$ cat config.mk
export PLATFORM = sky130hd
export DESIGN_NAME = bklt_pwm_top
export DESIGN_NICKNAME = d
export VERILOG_FILES = /design/src/rtl/bklt_pkg.sv /design/src/rtl/bklt_regs.sv /design/src/rtl/bklt_counter.sv /design/src/rtl/bklt_duty.sv /design/src/rtl/bklt_pwm_top.sv
export SDC_FILE = /design/constraint.sdc
export NUM_CORES = 1
export LEC_CHECK = 0
export ABC_CLOCK_PERIOD_IN_PS = 9400
export BUFFER_PORTS_ARGS = -buffer_cell sky130_fd_sc_hd__buf_2
export CAP_MARGIN = 20
export CORE_UTILIZATION = 43
export DETAILED_ROUTE_END_ITERATION = 10
export PLACE_DENSITY = 0.68
export SYNTH_ARGS = -nofsm -noshare
export SYNTH_HDL_FRONTEND = slang
export SYNTH_HIERARCHICAL = 1
export SYNTH_SLANG_ARGS = --single-unit
$ cat constraint.sdc
create_clock -name clk -period 9.4 [get_ports clk]
set_clock_uncertainty 0.15 [all_clocks]
set_input_delay 1.88 -clock clk [delete_from_list [all_inputs] [get_ports clk]]
set_output_delay 1.88 -clock clk [all_outputs]
set_load 0.005 [all_outputs]
$ cat src/rtl/bklt_pkg.sv
// Shared constants, register layout and helper functions for the backlight PWM.
// Assumes PWM_W is a power of two no wider than the 16-bit data field.
package bklt_pkg;

    localparam int PWM_W  = 16;
    localparam int BC_W   = $clog2(PWM_W);
    localparam int BITS_W = BC_W + 1;
    localparam int LEN_W  = PWM_W + 1;
    localparam int REG_AW = 2;
    localparam int REG_DW = 32;

    localparam logic [REG_AW-1:0] A_CTRL   = 2'd0;
    localparam logic [REG_AW-1:0] A_PERIOD = 2'd1;
    localparam logic [REG_AW-1:0] A_DUTY   = 2'd2;

    localparam int CTL_EN   = 0;
    localparam int CTL_FRAC = 1;
    localparam int CTL_LOCK = 2;
    localparam int CTL_OWN  = 3;
    localparam int CTL_PEND = 4;
    localparam int BITCNT_LSB = PWM_W;

    typedef struct packed {
        logic [BC_W-1:0]  bitcnt;
        logic [PWM_W-1:0] period;
        logic [PWM_W-1:0] duty;
    } cfg_t;

    // Number of valid bits selected by the bit-count field (0 stands for PWM_W).
    function automatic logic [BITS_W-1:0] eff_bits(input logic [BC_W-1:0] f);
        return (f == '0) ? BITS_W'(PWM_W) : {1'b0, f};
    endfunction

    // Period length in cycles: masked period, or the full range when it masks to 0.
    function automatic logic [LEN_W-1:0] period_len(input logic [PWM_W-1:0] p,
                                                    input logic [BC_W-1:0]  f);
        logic [LEN_W-1:0] full;
        logic [LEN_W-1:0] masked;
        full   = LEN_W'(1) << eff_bits(f);
        masked = {1'b0, p} & (full - LEN_W'(1));
        return (masked == '0) ? full : masked;
    endfunction

    // Integer duty: the upper bit-count bits of the active count.
    function automatic logic [LEN_W-1:0] duty_int(input logic [PWM_W-1:0] d,
                                                  input logic [BC_W-1:0]  f);
        return LEN_W'(d >> (BITS_W'(PWM_W) - eff_bits(f)));
    endfunction

    // Fraction: the remaining low bits, left-aligned to PWM_W.
    function automatic logic [PWM_W-1:0] duty_frac(input logic [PWM_W-1:0] d,
                                                   input logic [BC_W-1:0]  f);
        return d << eff_bits(f);
    endfunction

endpackage

$ cat src/rtl/bklt_regs.sv
// Register port, shadow and active copies, pending flag and lock selection.
// Transfer of shadow to active happens only on a counter wrap with the
// governing lock clear and an update pending. A write in the transfer cycle
// keeps pending set so the newer value is applied at the following wrap.
module bklt_regs
    import bklt_pkg::*;
#(
    parameter logic [PWM_W-1:0] RST_PERIOD = 16'd32
) (
    input  logic              clk,
    input  logic              rst_n,
    input  logic              we_i,
    input  logic [REG_AW-1:0] addr_i,
    input  logic [REG_DW-1:0] wdata_i,
    output logic [REG_DW-1:0] rdata_o,
    input  logic              master_lock_i,
    input  logic              wrap_i,
    output cfg_t              act_o,
    output logic              en_o,
    output logic              frac_o,
    output logic              xfer_o
);

    logic en_q, frac_q, lock_q, own_q, pend_q;
    cfg_t shd_q, act_q;
    logic wr_ctrl, wr_per, wr_duty, wr_buf, eff_lock;
    logic unused_wbits;

    assign unused_wbits = ^wdata_i[REG_DW-1:BITCNT_LSB+BC_W];

    assign wr_ctrl  = we_i && (addr_i == A_CTRL);
    assign wr_per   = we_i && (addr_i == A_PERIOD);
    assign wr_duty  = we_i && (addr_i == A_DUTY);
    assign wr_buf   = wr_per || wr_duty;
    assign eff_lock = own_q ? lock_q : master_lock_i;
    assign xfer_o   = wrap_i && !eff_lock && pend_q;

    // Control bits: enable, fractional mode, local lock, own-lock select.
    always_ff @(posedge clk) begin
        if (!rst_n) begin
            en_q   <= 1'b0;
            frac_q <= 1'b0;
            lock_q <= 1'b0;
            own_q  <= 1'b0;
        end else if (wr_ctrl) begin
            en_q   <= wdata_i[CTL_EN];
            frac_q <= wdata_i[CTL_FRAC];
            lock_q <= wdata_i[CTL_LOCK];
            own_q  <= wdata_i[CTL_OWN];
        end
    end

    // Shadow copy written by software.
    always_ff @(posedge clk) begin
        if (!rst_n) begin
            shd_q.period <= RST_PERIOD;
            shd_q.bitcnt <= '0;
            shd_q.duty   <= '0;
        end else begin
            if (wr_per) begin
                shd_q.period <= wdata_i[PWM_W-1:0];
                shd_q.bitcnt <= wdata_i[BITCNT_LSB +: BC_W];
            end
            if (wr_duty) begin
                shd_q.duty <= wdata_i[PWM_W-1:0];
            end
        end
    end

    // Pending: set by a buffered write, cleared by a transfer (write wins).
    always_ff @(posedge clk) begin
        if (!rst_n) begin
            pend_q <= 1'b0;
        end else if (wr_buf) begin
            pend_q <= 1'b1;
        end else if (xfer_o) begin
            pend_q <= 1'b0;
        end
    end

    // Active copy used by the counter and compare.
    always_ff @(posedge clk) begin
        if (!rst_n) begin
            act_q.period <= RST_PERIOD;
            act_q.bitcnt <= '0;
            act_q.duty   <= '0;
        end else if (xfer_o) begin
            act_q <= shd_q;
        end
    end

    // Read mux: control with status, then the shadow words.
    always_comb begin
        case (addr_i)
            A_CTRL:   rdata_o = REG_DW'({pend_q, own_q, lock_q, frac_q, en_q});
            A_PERIOD: rdata_o = REG_DW'({shd_q.bitcnt, shd_q.period});
            A_DUTY:   rdata_o = REG_DW'(shd_q.duty);
            default:  rdata_o = '0;
        endcase
    end

    assign act_o  = act_q;
    assign en_o   = en_q;
    assign frac_o = frac_q;

    // a buffered write leaves an update pending.
    a_r6_write_sets_pending: assert property (@(posedge clk) disable iff (!rst_n)
        wr_buf |=> pend_q);

    // while the governing lock holds, active values do not move.
    a_r7_locked_holds: assert property (@(posedge clk) disable iff (!rst_n)
        eff_lock |=> $stable(act_q));

    // an unlocked wrap with pending and no new write clears pending.
    a_r8_pending_clears: assert property (@(posedge clk) disable iff (!rst_n)
        (wrap_i && !eff_lock && pend_q && !wr_buf) |=> !pend_q);

    // with own-lock deselected, the global input alone blocks transfers.
    a_r9_master_governs: assert property (@(posedge clk) disable iff (!rst_n)
        (!own_q && master_lock_i) |=> $stable(act_q));

endmodule

$ cat src/rtl/bklt_counter.sv
// Period counter: counts 0 .. len-1 of the active period and wraps.
// Assumes the active period changes only on a wrap, so the count stays in range.
module bklt_counter
    import bklt_pkg::*;
(
    input  logic             clk,
    input  logic             rst_n,
    input  logic [PWM_W-1:0] period_i,
    input  logic [BC_W-1:0]  bitcnt_i,
    output logic [PWM_W-1:0] cnt_o,
    output logic             wrap_o,
    output logic             start_o
);

    logic [PWM_W-1:0] cnt_q;
    logic [LEN_W-1:0] len;

    assign len     = period_len(period_i, bitcnt_i);
    assign wrap_o  = ({1'b0, cnt_q} == (len - LEN_W'(1)));
    assign start_o = (cnt_q == '0);
    assign cnt_o   = cnt_q;

    // Advance the count, returning to zero at the end of the period.
    always_ff @(posedge clk) begin
        if (!rst_n) begin
            cnt_q <= '0;
        end else if (wrap_o) begin
            cnt_q <= '0;
        end else begin
            cnt_q <= cnt_q + PWM_W'(1);
        end
    end

    // the count never reaches the period length.
    a_r2_cnt_below_len: assert property (@(posedge clk) disable iff (!rst_n)
        ({1'b0, cnt_q} < len));

endmodule

$ cat src/rtl/bklt_duty.sv
// Duty threshold, fractional dither accumulator and output compare.
// Assumes wrap and transfer come from the counter and register modules in the
// same cycle; the accumulator restarts whenever new values are applied.
module bklt_duty
    import bklt_pkg::*;
(
    input  logic             clk,
    input  logic             rst_n,
    input  logic [PWM_W-1:0] duty_i,
    input  logic [BC_W-1:0]  bitcnt_i,
    input  logic             en_i,
    input  logic             frac_en_i,
    input  logic             wrap_i,
    input  logic             xfer_i,
    input  logic [PWM_W-1:0] cnt_i,
    output logic             pwm_o
);

    logic [PWM_W-1:0] acc_q;
    logic             extra_q;
    logic [PWM_W-1:0] frac;
    logic [PWM_W:0]   sum;
    logic [LEN_W-1:0] thr;

    assign frac  = frac_en_i ? duty_frac(duty_i, bitcnt_i) : '0;
    assign sum   = {1'b0, acc_q} + {1'b0, frac};
    assign thr   = duty_int(duty_i, bitcnt_i) + LEN_W'(frac_en_i & extra_q);
    assign pwm_o = en_i && ({1'b0, cnt_i} < thr);

    // Dither accumulator: restart on transfer, else add the fraction at each wrap.
    always_ff @(posedge clk) begin
        if (!rst_n) begin
            acc_q   <= '0;
            extra_q <= 1'b0;
        end else if (xfer_i) begin
            acc_q   <= '0;
            extra_q <= 1'b0;
        end else if (wrap_i) begin
            acc_q   <= sum[PWM_W-1:0];
            extra_q <= sum[PWM_W];
        end
    end

    // the extra cycle decision changes only at a period boundary.
    a_r4_dither_steps_at_wrap: assert property (@(posedge clk) disable iff (!rst_n)
        !wrap_i |=> $stable(extra_q));

    // applying new values restarts the accumulator from zero.
    a_r4_acc_restarts: assert property (@(posedge clk) disable iff (!rst_n)
        xfer_i |=> (acc_q == '0 && !extra_q));

endmodule

$ cat src/rtl/bklt_pwm_top.sv
// Lockable backlight PWM generator: registers, period counter and duty compare.
// Assumes a single clock domain for the register port and the PWM.
module bklt_pwm_top
    import bklt_pkg::*;
#(
    parameter logic [PWM_W-1:0] RST_PERIOD = 16'd32
) (
    input  logic              clk,
    input  logic              rst_n,
    input  logic              reg_we,
    input  logic [REG_AW-1:0] reg_addr,
    input  logic [REG_DW-1:0] reg_wdata,
    output logic [REG_DW-1:0] reg_rdata,
    input  logic              master_lock,
    output logic              pwm_out,
    output logic              period_strobe
);

    cfg_t             act;
    logic             en, frac_en, xfer, wrap;
    logic [PWM_W-1:0] cnt;

    bklt_regs #(.RST_PERIOD(RST_PERIOD)) i_regs (
        .clk           (clk),
        .rst_n         (rst_n),
        .we_i          (reg_we),
        .addr_i        (reg_addr),
        .wdata_i       (reg_wdata),
        .rdata_o       (reg_rdata),
        .master_lock_i (master_lock),
        .wrap_i        (wrap),
        .act_o         (act),
        .en_o          (en),
        .frac_o        (frac_en),
        .xfer_o        (xfer)
    );

    bklt_counter i_counter (
        .clk      (clk),
        .rst_n    (rst_n),
        .period_i (act.period),
        .bitcnt_i (act.bitcnt),
        .cnt_o    (cnt),
        .wrap_o   (wrap),
        .start_o  (period_strobe)
    );

    bklt_duty i_duty (
        .clk       (clk),
        .rst_n     (rst_n),
        .duty_i    (act.duty),
        .bitcnt_i  (act.bitcnt),
        .en_i      (en),
        .frac_en_i (frac_en),
        .wrap_i    (wrap),
        .xfer_i    (xfer),
        .cnt_i     (cnt),
        .pwm_o     (pwm_out)
    );

endmodule

==> results.md <==
* # clock sinks at 110
* Share of flip-flops with an asynchronous set or reset at 0%
* Clock buffer depth at 2
* Total grt overflow at 0
* Core Area at 21200 µm²
* Initial antenna violation count at 0
* Clk slew on worst S/H paths at 0.08 ns
* Layout cells sized above 1 at 11.5%
* Worst EP arrival at 7.76 ns
* Synth Register Bits at 110
* TritonRoute pass-1 iters at 5
* CTS resizes at 0
* Max FO, Critical Path at 21
* Final worst path period need at 7.66 ns
* Switching share of power at 24.6%
* Vias per cell at 5.91
* Worst Hold Depth at 2
* Total track usage at 23.1%
* Max-Cap Viols at 0
* DRC errors left at 0
* Highest-count cells in the layout ignoring fill and taps: nand2_1 (237), dfxtp_1 (107), nor2_1 (84)
* Kind of critical path: flip-flop to flip-flop
* Initial Util at 44.0%
* Area delta synth->final at 5.53%
* Vias in the first global route at 7965
* Endpoints failing setup at 0
* ANT nets after route at 0
* Max Slew Vio Count at 0
* Htree depth at 3
* CTS Root Cell: clkbuf_16
* Nets@finish at 1271
* Sequential share of power at 50.4%
* Clock network power share at 44.1%
* Hold WS at 0.328 ns
* Area of placed instances at 9510 µm²
* Worst slew margin at 43.9%
* Die height at 149 µm
* Worst r2r path cells at 26
* Largest net degree at the start of global routing at 92
* Rows at 53
* Unrepaired setup endpoints after global routing: no
* Sequential share of the synthesized area at 23.6%
* Post-route insts no fill at 1474
* Tcrit/Tclk final at 81.5%
* Status: completed
* Placed Cells at 1458
* Die area at 22300 µm²
* Final hold vios at 0
* Clock Latency Late Sink at 0.36 ns
* Lkg Pwr at 3.51 nW
* VDD IR-drop max at 103 µV
* CP startpoint kind: flip-flop
* Postcts setup bufs at 0
* Final TNS setup at 0 ns
* CTS tree: done
* GPL Wtd Cong at 0.942
* HPWL after detailed placement at 18.7 mm
* Combinational share of power at 5.6%
* Num CTS Buffers at 9
* Worst EP required at 9.50 ns
* Psw at 0.235 mW
* Die W at 149 µm
* Average cell area after synthesis at 7.72 µm²
* Peak Freq at 0.131 GHz
* Worst slew pin tran at 0.835 ns
* Mapped Area at 9320 µm²
* Cell variety after synth at 99
* Final instance area at 9830 µm²
* Initial DRC count at 658
* Pwr dens at 97.3 nW/µm²
* Post-Route WL at 25.5 mm
* Boundary Pins at 72
* Most common cell after layout, fill and taps aside: nand2_1
* Int Power at 0.721 mW
* Crit. End Element: flip-flop
* Gate Count Post-Synth at 1206
* Ys flop type: dfxtp_1
* Worst hold path class: flip-flop to flip-flop
* # port buffers at 47
* Synth warnings at 6
* Post-CTS Hold Fix Bufs at 0
* Routed wire per std cell at 17.3 µm
* ANT cells at 0
* Final Total Pwr at 0.956 mW
* Post-synth EDFFs at 0
* First-pass GRT wire length at 41.1 mm
* Vias at 8709
## through the flow
step	setup slack [ns]	utilization (%)
3_5_place_dp	1.89	44.9
3_3_place_gp	1.99	44.9
4_1_cts	1.88	46.5
2_1_floorplan	2.72	-
5_1_grt	1.34	46.5
6_report	1.74	46.5
## final cells by class
type	instances	area (µm²)
clock buffer	11	253
clock inverter	5	70.1
fill	2144	11300
inverter	20	75.1
multi-input combinational	995	6560
sequential	110	2210
tap	275	344
timing repair buffer	58	320
## sequential cells by signal (all words and copies together), names as in the netlist
register and count:
i_regs/act_o 36, i_duty/acc_q 16, i_regs/en_o 1, i_duty/extra_q 1, i_regs/pend_q 1, i_regs/own_q 1, i_regs/lock_q 1, i_counter/cnt_o 16
i_regs/frac_o 1, i_regs/shd_q 36
## worst max-delay path, cell delays in order, from the launching register on
cell      delay (ns)
dfxtp_1         0.33
clkinv_1        0.31
ha_1            0.38
nor3_1          0.59
nand2_1         0.30
ha_1            0.49
nor2b_1         0.27
a21oi_1         0.23
and4bb_2        0.31
or3_4           0.49
nor3_4          0.36
a31oi_1         0.14
ha_1            0.23
and3b_1         0.24
o41ai_1         0.11
xor2_1          0.21
xnor2_1         0.11
nand4b_1        0.17
or4b_1          0.52
nor3_2          0.17
buf_4           0.32
and3_2          0.26
nand2b_1        0.10
buf_4           0.23
or3_1           0.13
mux2i_1         0.06
a311o_1         0.32
## power by group through the flow
stage | clock (mW) | combinational (mW) | sequential, mW
2_1_floorplan | 0 | 0.0393 | 0.488
3_3_place_gp | 0 | 0.0524 | 0.492
3_5_place_dp | 0 | 0.0531 | 0.492
4_1_cts | 0.433 | 0.0534 | 0.481
5_1_grt | 0.449 | 0.0594 | 0.482
6_report | 0.421 | 0.0533 | 0.482
## synthesized netlist by cell type, types with 23 or more instances
library cell  number  area share [%]
nand2_1          237             9.5
buf_2             23             1.2
nor2_1            84             3.4
ha_1              38             5.1
xnor2_1           33             3.1
o21ai_0           49             2.6
dfxtp_1          110              24
nor3_1            30             1.6
mux2i_1           63             6.8
a21boi_0          39             3.1
nand3_1           37             2.0
a21oi_1           45             2.4
clkbuf_1          40             1.6
## logic make-up (layout without fill, tap and decap cells)
logic type,after synthesis,after routing,share of synthesized area [%]
AO/OA/AOI/OAI,272,272,20.8
buffers and inverters,112,94,6.42
multiplexers,84,84,10.6
adder cells (fa/ha/maj),39,39,5.32
other,2,13,0.0806
AND/OR/NAND/NOR,533,533,28.0
flip-flops,110,110,23.6
XOR/XNOR,54,54,5.08
## routing by layer
| metal | vias to the layer above | wire length [µm] | track usage, % |
|---|---|---|---|
| li1 | 4288 | - | - |
| met2 | 297 | 11600 | 37.4 |
| met1 | 4088 | 12000 | 31.6 |
| met4 | 0 | 486 | 6.68 |
| met3 | 36 | 1390 | 3.46 |
| met5 | - | 0 | 0 |
## final timing paths
kind               startpoint               end  slack (ns)
min           i_duty/acc_q[6]   i_duty/acc_q[6]        0.33
max          i_regs/act_o[35]  i_duty/acc_q[15]        1.74
max reg2reg  i_regs/act_o[35]  i_duty/acc_q[15]        1.74
min reg2reg   i_duty/acc_q[6]   i_duty/acc_q[6]        0.33
Power figures use the tool's default switching activity.
